**src/rtl/rx_fifo_ctl.sv**
```systemverilog
module rx_fifo_ctl #(
  parameter int W         = 8,
  parameter int DEPTH     = 16,
  parameter int TMO_CHARS = 4
) (
  input  logic                       clk,
  input  logic                       rst_n,
  input  logic                       fcr_wr,
  input  logic [7:0]                 fcr_data,
  input  logic                       rx_valid,
  input  logic [W-1:0]               rx_byte,
  input  logic                       rx_break,
  input  logic                       rbr_rd,
  input  logic                       lsr_rd,
  input  logic                       char_tick,
  output logic [W-1:0]               rbr_data,
  output logic                       data_ready,
  output logic                       overrun,
  output logic                       brk,
  output logic                       timeout_pending,
  output logic                       fifo_en,
  output logic [$clog2(DEPTH+1)-1:0] fifo_count,
  output logic [$clog2(DEPTH)-1:0]   trig_level,
  output logic                       trig_hit,
  output logic [1:0]                 iir_fifo_bits,
  output logic [7:0]                 fcr_value,
  output logic                       tx_flush
);
  localparam int AW = $clog2(DEPTH);
  localparam int CW = $clog2(DEPTH+1);
  localparam int TW = $clog2(TMO_CHARS+1);
  localparam logic [7:0] KEEP_MASK = 8'hC9;
  localparam logic [CW-1:0] FULL = CW'(DEPTH);
  localparam logic [TW-1:0] TLAST = TW'(TMO_CHARS-1);

  logic [W-1:0]  mem [DEPTH];
  logic [AW-1:0] wp, rp;
  logic [CW-1:0] cnt;
  logic [W-1:0]  hold;
  logic [7:0]    fcr_q;
  logic          dr, oe, bi, pend, trun;
  logic [TW-1:0] tcnt;

  wire toggle  = fcr_wr & (fcr_data[0] ^ fcr_q[0]);
  wire rx_rst  = fcr_wr & (fcr_data[1] | toggle);
  wire fen     = fcr_q[0];
  wire arrive  = ~fcr_wr & (rx_valid | rx_break);
  wire rd      = ~fcr_wr & rbr_rd;
  wire [W-1:0] in_byte = rx_break ? '0 : rx_byte;
  wire push_ok = fen & arrive & (cnt != FULL);
  wire pop_ok  = fen & rd & (cnt != '0);
  wire ovf     = arrive & (fen ? (cnt == FULL) : dr);
  wire empties = rd & (~fen | (cnt <= CW'(1)));

  always_comb begin
    unique case (fcr_q[7:6])
      2'b00:   trig_level = AW'(1);
      2'b01:   trig_level = AW'(DEPTH/4);
      2'b10:   trig_level = AW'(DEPTH/2);
      default: trig_level = AW'(DEPTH-2);
    endcase
  end

  assign tx_flush        = fcr_wr & (fcr_data[2] | toggle);
  assign rbr_data        = fen ? ((cnt != '0) ? mem[rp] : '0) : hold;
  assign data_ready      = dr;
  assign overrun         = oe;
  assign brk             = bi;
  assign timeout_pending = pend;
  assign fifo_en         = fen;
  assign fifo_count      = cnt;
  assign fcr_value       = fcr_q;
  assign iir_fifo_bits   = {2{fen}};
  assign trig_hit        = dr & (~fen | (cnt >= CW'(trig_level)));

  always_ff @(posedge clk) begin
    if (push_ok) mem[wp] <= in_byte;
  end

  always_ff @(posedge clk or negedge rst_n) begin
    if (!rst_n) begin
      fcr_q <= '0;
      wp    <= '0;
      rp    <= '0;
      cnt   <= '0;
      hold  <= '0;
      dr    <= 1'b0;
      oe    <= 1'b0;
      bi    <= 1'b0;
    end else if (rx_rst) begin
      fcr_q <= fcr_data & KEEP_MASK;
      wp    <= '0;
      rp    <= '0;
      cnt   <= '0;
      dr    <= 1'b0;
      bi    <= 1'b0;
    end else begin
      if (fcr_wr) fcr_q <= fcr_data & KEEP_MASK;
      if (push_ok) wp <= (wp == AW'(DEPTH-1)) ? '0 : wp + 1'b1;
      if (pop_ok)  rp <= (rp == AW'(DEPTH-1)) ? '0 : rp + 1'b1;
      cnt <= cnt + CW'(push_ok) - CW'(pop_ok);
      if (arrive & ~fen) hold <= in_byte;
      if (arrive)       dr <= 1'b1;
      else if (empties) dr <= 1'b0;
      if (arrive & rx_break)     bi <= 1'b1;
      else if (empties | lsr_rd) bi <= 1'b0;
      if (ovf)         oe <= 1'b1;
      else if (lsr_rd) oe <= 1'b0;
    end
  end

  always_ff @(posedge clk or negedge rst_n) begin
    if (!rst_n) begin
      pend <= 1'b0;
      trun <= 1'b0;
      tcnt <= '0;
    end else if (rx_rst) begin
      pend <= 1'b0;
      trun <= 1'b0;
      tcnt <= '0;
    end else begin
      if (fen & rd) pend <= 1'b0;
      if (fen & (arrive | rd)) begin
        trun <= 1'b1;
        tcnt <= '0;
      end else if (char_tick & trun) begin
        if (tcnt == TLAST) begin
          trun <= 1'b0;
          if (cnt != '0) pend <= 1'b1;
        end else begin
          tcnt <= tcnt + 1'b1;
        end
      end
    end
  end
endmodule

```
**config.mk**
```make
export PLATFORM = sky130hd
export DESIGN_NAME = rx_fifo_ctl
export DESIGN_NICKNAME = d
export VERILOG_FILES = /design/src/rtl/rx_fifo_ctl.sv
export SDC_FILE = /design/constraint.sdc
export NUM_CORES = 1
export LEC_CHECK = 0
export ABC_AREA = 0
export CAP_MARGIN = 25
export CORE_ASPECT_RATIO = 1.5
export CORE_MARGIN = 5
export CORE_UTILIZATION = 68
export CTS_CLUSTER_DIAMETER = 80
export DETAILED_ROUTE_END_ITERATION = 16
export DONT_BUFFER_PORTS = 1
export GPL_TIMING_DRIVEN = 0
export PLACE_DENSITY = 0.84
export SLEW_MARGIN = 20
export SYNTH_ARGS = -nofsm -noshare
export SYNTH_HDL_FRONTEND = slang
export SYNTH_SLANG_ARGS = --single-unit
export TNS_END_PERCENT = 10
```
**constraint.sdc**
```tcl
create_clock -name clk -period 4.5 [get_ports clk]
set_input_delay 0.45 -clock clk [delete_from_list [all_inputs] [get_ports clk]]
set_output_delay 0.45 -clock clk [all_outputs]
set_load 0.01 [all_outputs]
```
# After elaboration in Yosys (flattened, before gate mapping)
# Memories as Yosys holds them, arrays and structs flattened.
# Cells that the tools add are included.
dict set report totals {
  reg_bits 37
  ram_bits 128
  inputBits 24
  memories 1
}
# name words width read_ports rd_ports_with_merged_regs write_ports line
set mem_list {}
lappend mem_list {mem 16 8 1 0 1 36} ;# logic [W-1:0] mem [DEPTH];
dict set report op_classes {
  n_addsub 5
  magnitude_cmp 2
  n_bitwise 27
  reduce_logical 14
  muxes 38
  n_eq_ne 8
}
# operator n
set ops {}
lappend ops {{8-bit 2-to-1 mux} 5}
lappend ops {{4-bit 2-to-1 mux} 6}
lappend ops {{1-bit 2-to-1 mux} 21}
lappend ops {{1-bit AND} 16}
lappend ops {{3-bit 2-to-1 mux} 4}
lappend ops {{4-bit case mux with 3 select lines} 1}
lappend ops {{3-bit nonzero test} 4}
lappend ops {{4-bit by 1-bit adder with 4-bit output (second input constant)} 2}
lappend ops {{4-bit equality test (second input constant)} 2}
lappend ops {{2-bit AND reduction} 4}
lappend ops {{2-bit nonzero test} 4}
lappend ops {{1-bit bitwise OR} 7}
lappend ops {{5-bit by 1-bit adder with 5-bit output} 1}
lappend ops {{5-bit equality test (second input constant)} 1}
lappend ops {{5-bit by 4-bit greater-or-equal comparator with 1-bit output} 1}
lappend ops {{5-bit by 1-bit less-or-equal comparator with 1-bit output (second input constant)} 1}
lappend ops {{5-bit 2-to-1 mux} 1}
lappend ops {{5-bit != test (second input constant)} 1}
lappend ops {{5-bit nonzero test} 1}
lappend ops {{5-bit by 1-bit subtractor with 5-bit output} 1}
lappend ops {{3-bit by 1-bit adder with 3-bit output (second input constant)} 1}
lappend ops {{3-bit by 2-bit equality test with 1-bit output (second input constant)} 1}
lappend ops {{3-bit != test (second input constant)} 1}
lappend ops {{1-bit NOT} 3}
lappend ops {{other kinds (4)} 4}

# Depth between registers and ports, before layout
dict set report depth {
  word_depth 9
  ltp_mapped 15
}

# Least setup slack after synthesis
# OpenSTA, ideal clock, no wires.
dict set report synth_timing {
  path_kind {reg-to-reg}
  startpoint {register cnt[3] (netlist: fifo_count[3])}
  endpoint {register cnt[4] (netlist: fifo_count[4])}
  arrival_ns 2.761
  setup_slack_ns 1.603
  path_stages_with_launch 16
  cell_sequence {dfrtp_1 inv_1 ha_1 or4b_1 nor2b_1 clkbuf_1 ha_1 inv_1 ha_1 inv_1 fa_1 nor2_1 nor2_1 nor2_1 or3_1 a21oi_1}
}
dict set report synth_via {
  elab_chain_len 5
}
# element line
set synth_lines {}
lappend synth_lines {{from (decl)} 38} ;# logic [CW-1:0] cnt;
lappend synth_lines {{from (signal assigned)} 101} ;# cnt <= cnt + CW'(push_ok) - CW'(pop_ok);
lappend synth_lines {{5-bit != test} 50} ;# wire push_ok = fen & arrive & (cnt != FULL);
lappend synth_lines {{1-bit AND} 50}
lappend synth_lines {{5-bit by 1-bit adder with 5-bit output} 101}
lappend synth_lines {{5-bit by 1-bit subtractor with 5-bit output *} 101}
lappend synth_lines {{5-bit 2-to-1 mux *} 90} ;# end else if (rx_rst) begin
# Every way passes the cells marked *; elsewhere a longest branch is shown, timed or not.
# A chain may end at the register's enable or synchronous reset.

# Worst setup path after layout
dict set report layout_timing {
  startpoint {register cnt[2] (netlist: fifo_count[2])}
  endpoint {register cnt[4] (netlist: fifo_count[4])}
}
# Same word-level chain as after synthesis.

==> results.toml <==
[global_route]
grt_pass1_vias = 4205
grt_max_degree = 34
antenna_found_initial = 0
grt_overflow = 0
grt_pass1_wl_mm = 22.7
grt_usage_pct = 24.9

[min_path]
min-delay-start = "fcr_data[0]"
hold_depth = 2
min_path_type = "in2reg"
holdPathEnd = "fcr_value[0]"

[finish]
nFillCells = 543
nets = 530
n_antenna_cell = 0
drive_gt1_share_pct = 17.9
syn_to_final_growth_pct = 11.5
finalNonFillerCells = 615

[place]
dpl.hpwl_mm = 10.3
finalWeightedCongestion = 0.819
placed_cells = 581
pre_cts_slack_ns = 1.18
io_buffers = 0

[critical_path]
cpMaxStageDelayCell = "or4b_1"
path_buf_inv = 4
path_cells = "inv_1 > ha_1 > or4b_1 > nor2b_1 > clkbuf_1 > ha_1 > inv_1 > ha_1 > inv_1 > fa_1 > nor2_1 > nor2_1 > nor2_1 > or3_1 > a21oi_1"
reg2reg_depth = 15
worst-path-stages = 15
critPathMaxFanout = 6
end_kind = "flop"
r2r-start = "fifo_count[2]"
max_stage_delay_ns = 0.53
r2r-end = "fifo_count[4]"
critPathTopFamily = "simple AND/OR/NAND/NOR gates"
startpoint_type = "flop"
cp.arrival_ns = 3.65
cp.required_ns = 4.78
critical_path_class = "reg2reg"
r2r_slack_ns = 1.13

[logic_synthesis]
syn_area_um2 = 7080
synth_edf_count = 128
async_flop_share_pct = 20.5
synth.avg_cell_area_um2 = 15.5
synthFlopType = "edfxtp_1"
synth_cells = 456
ys_seq_elements = 161
synth_cell_types = 47
synth_warnings = 0
synth_seq_area_share_pct = 66.0

[routing]
drt_iter0_markers = 329
dr.pass1.iters = 6
wl_mm = 14.7
viasPerCell = 6.58
drcViolationCount = 0
antenna_left = 0
wl_per_cell_um = 23.8
num_vias = 4048

[sta]
grt_setup_unrepaired = "false"
drv_slew = 0
setup_viol = 0
max_freq_mhz = 297
finalCritPeriodShare_pct = 74.8
setup_tns_ns = 0
maxSlewHeadroom_pct = 44.1
finalHoldViolCount = 0
fin_ws_ns = 1.13
holdWs_ns = 0.148
worst_pin_slew_ns = 0.837
finClkSkew_ns = 0.0107
period_minus_slack_ns = 3.37

[floorplanning]
coreArea_um2 = 10100
die-area_um2 = 12600
chipHeight_um = 135
initial_utilization_pct = 69.9
std_cell_rows = 45
die_x_um = 93.3
num_io_pins = 58

[clock_network]
clock-sinks = 161
cts_resized = 0
cts_max_path_buffers = 2
clkSlewWorstSetupHoldPaths_ns = 0.07
cts_tree = "yes"
root_buffer = "clkbuf_16"
clk_latency_ns = 0.42
numCtsBuffers = 17
htreeDepth = 4

[outcome]
outcome = "completed"

[power_and_ir_drop]
power_density_nw_per_um2 = 462
ir_worst_vdd_uv = 349
p_leak_nw = 2.85

[flow_run]
cap_violations = 0
==> routing by layer <==
metal | up-vias | track usage (%) | share of wire (%)
met1 | 2012 | 29.5 | 36
met5 | - | 0 | 0
met2 | 218 | 40.4 | 51
met4 | 0 | 14.6 | 5.5
met3 | 52 | 7.08 | 7.7
li1 | 1766 | - | -
==> sequential cells by signal, indices dropped and copies added, names as in the netlist, 3 cells and up <==
| signal | flops |
|---|---|
| mem | 128 |
| hold | 8 |
| fifo_count | 5 |
| fcr_value | 4 |
| rp | 4 |
| wp | 4 |
| tcnt | 3 |
==> synth_stat cells (2+ instances only) <==
cell type | number | area share (%)
nand3_1 | 2 | 0.14
a211oi_1 | 2 | 0.21
o22ai_1 | 8 | 0.71
a21oi_1 | 8 | 0.57
dfrtp_1 | 33 | 12
mux4_2 | 20 | 6.4
nand4_1 | 2 | 0.18
mux2_2 | 9 | 1.4
ha_1 | 20 | 3.5
a31oi_1 | 2 | 0.18
edfxtp_1 | 128 | 54
nor2b_1 | 10 | 0.88
nor3_1 | 3 | 0.21
xor2_1 | 3 | 0.37
nand2b_1 | 2 | 0.18
a311oi_1 | 2 | 0.25
inv_1 | 27 | 1.4
and3_1 | 4 | 0.35
buf_2 | 6 | 0.42
and4_1 | 3 | 0.37
o21ai_0 | 18 | 1.3
nand2_1 | 34 | 1.8
xnor2_1 | 3 | 0.37
buf_1 | 2 | 0.11
buf_4 | 8 | 0.85
and2_1 | 9 | 0.80
o21ai_1 | 6 | 0.42
nor2_1 | 30 | 1.6
clkbuf_1 | 12 | 0.64
mux2i_1 | 12 | 1.7
mux4_1 | 12 | 4.5
==> logic make-up after synthesis <==
kind of cell	count (synthesis)	synth area share [%]
muxes	53	13.9
adders and majority gates	21	3.82
AOI/OAI and AO/OA	52	4.30
buffers and inverters	58	3.94
DFF	161	66.0
and+or+nand+nor	104	7.25
xor gates and xnor gates	6	0.742
other	1	0.0530
==> cell type report <==
type | count | area [um^2] | share of cell area (%)
repair buffers | 7 | 86.3 | 1.09
clock inverters | 15 | 134 | 1.70
flip-flops and latches | 161 | 4670 | 59.1
clock buffers | 17 | 425 | 5.39
inverters | 28 | 105 | 1.33
multi-input cells | 240 | 2150 | 27.3
well taps | 117 | 146 | 1.85
plain buffers | 30 | 174 | 2.20
==> cell usage in the layout, fill, tap and decap left out, types with 7 or more instances in the layout <==
cell type | synthesis | final
mux4_1 | 12 | 12
a21oi_1 | 8 | 8
clkbuf_1 | 12 | 12
mux4_2 | 20 | 20
and2_1 | 9 | 9
o21ai_0 | 18 | 18
nand2_1 | 34 | 34
edfxtp_1 | 128 | 128
buf_4 | 8 | 8
o22ai_1 | 8 | 8
mux2_2 | 9 | 9
ha_1 | 20 | 20
inv_1 | 27 | 27
nor2_1 | 30 | 30
dfrtp_1 | 33 | 33
nor2b_1 | 10 | 7
mux2i_1 | 12 | 12
clkbuf_16 | 0 | 17
==> through the flow <==
stage | utilization (%) | area, um^2 | power (W)
2_1_floorplan | - | 7090 | 0.00217
3_3_place_gp | 71.4 | 7240 | 0.00228
3_5_place_dp | 72.1 | 7300 | 0.00232
4_1_cts | 77.9 | 7890 | 0.00366
5_1_grt | 77.9 | 7900 | 0.00380
6_report | 77.9 | 7900 | 0.00365
==> report_power, final <==
group / switching, W / internal [W]
logic: 0.000327 / 0.000246
clock network: 0.000579 / 0.000765
registers: 0.0000712 / 0.00166
==> timing repair <==
item                                   in CTS  in global routing
hold buffers                                2                  0
setup endpoints to repair                   0                  0
endpoints found under the hold margin      33                  0
buffers inserted                            0                  0
==> worst max path at each step <==
| stage | from | end | slack, ns |
|---|---|---|---|
| global route | fifo_count[2] | fifo_count[4] | 0.98 |
| CTS | fifo_count[2] | fifo_count[4] | 1.17 |
| finish | fifo_count[2] | fifo_count[4] | 1.13 |
| floorplan | fifo_count[3] | fifo_count[4] | 1.60 |
| global placement | fifo_count[2] | fifo_count[4] | 1.29 |
| detailed placement | fifo_count[2] | fifo_count[4] | 1.18 |
(Power assumes the default switching activity.)
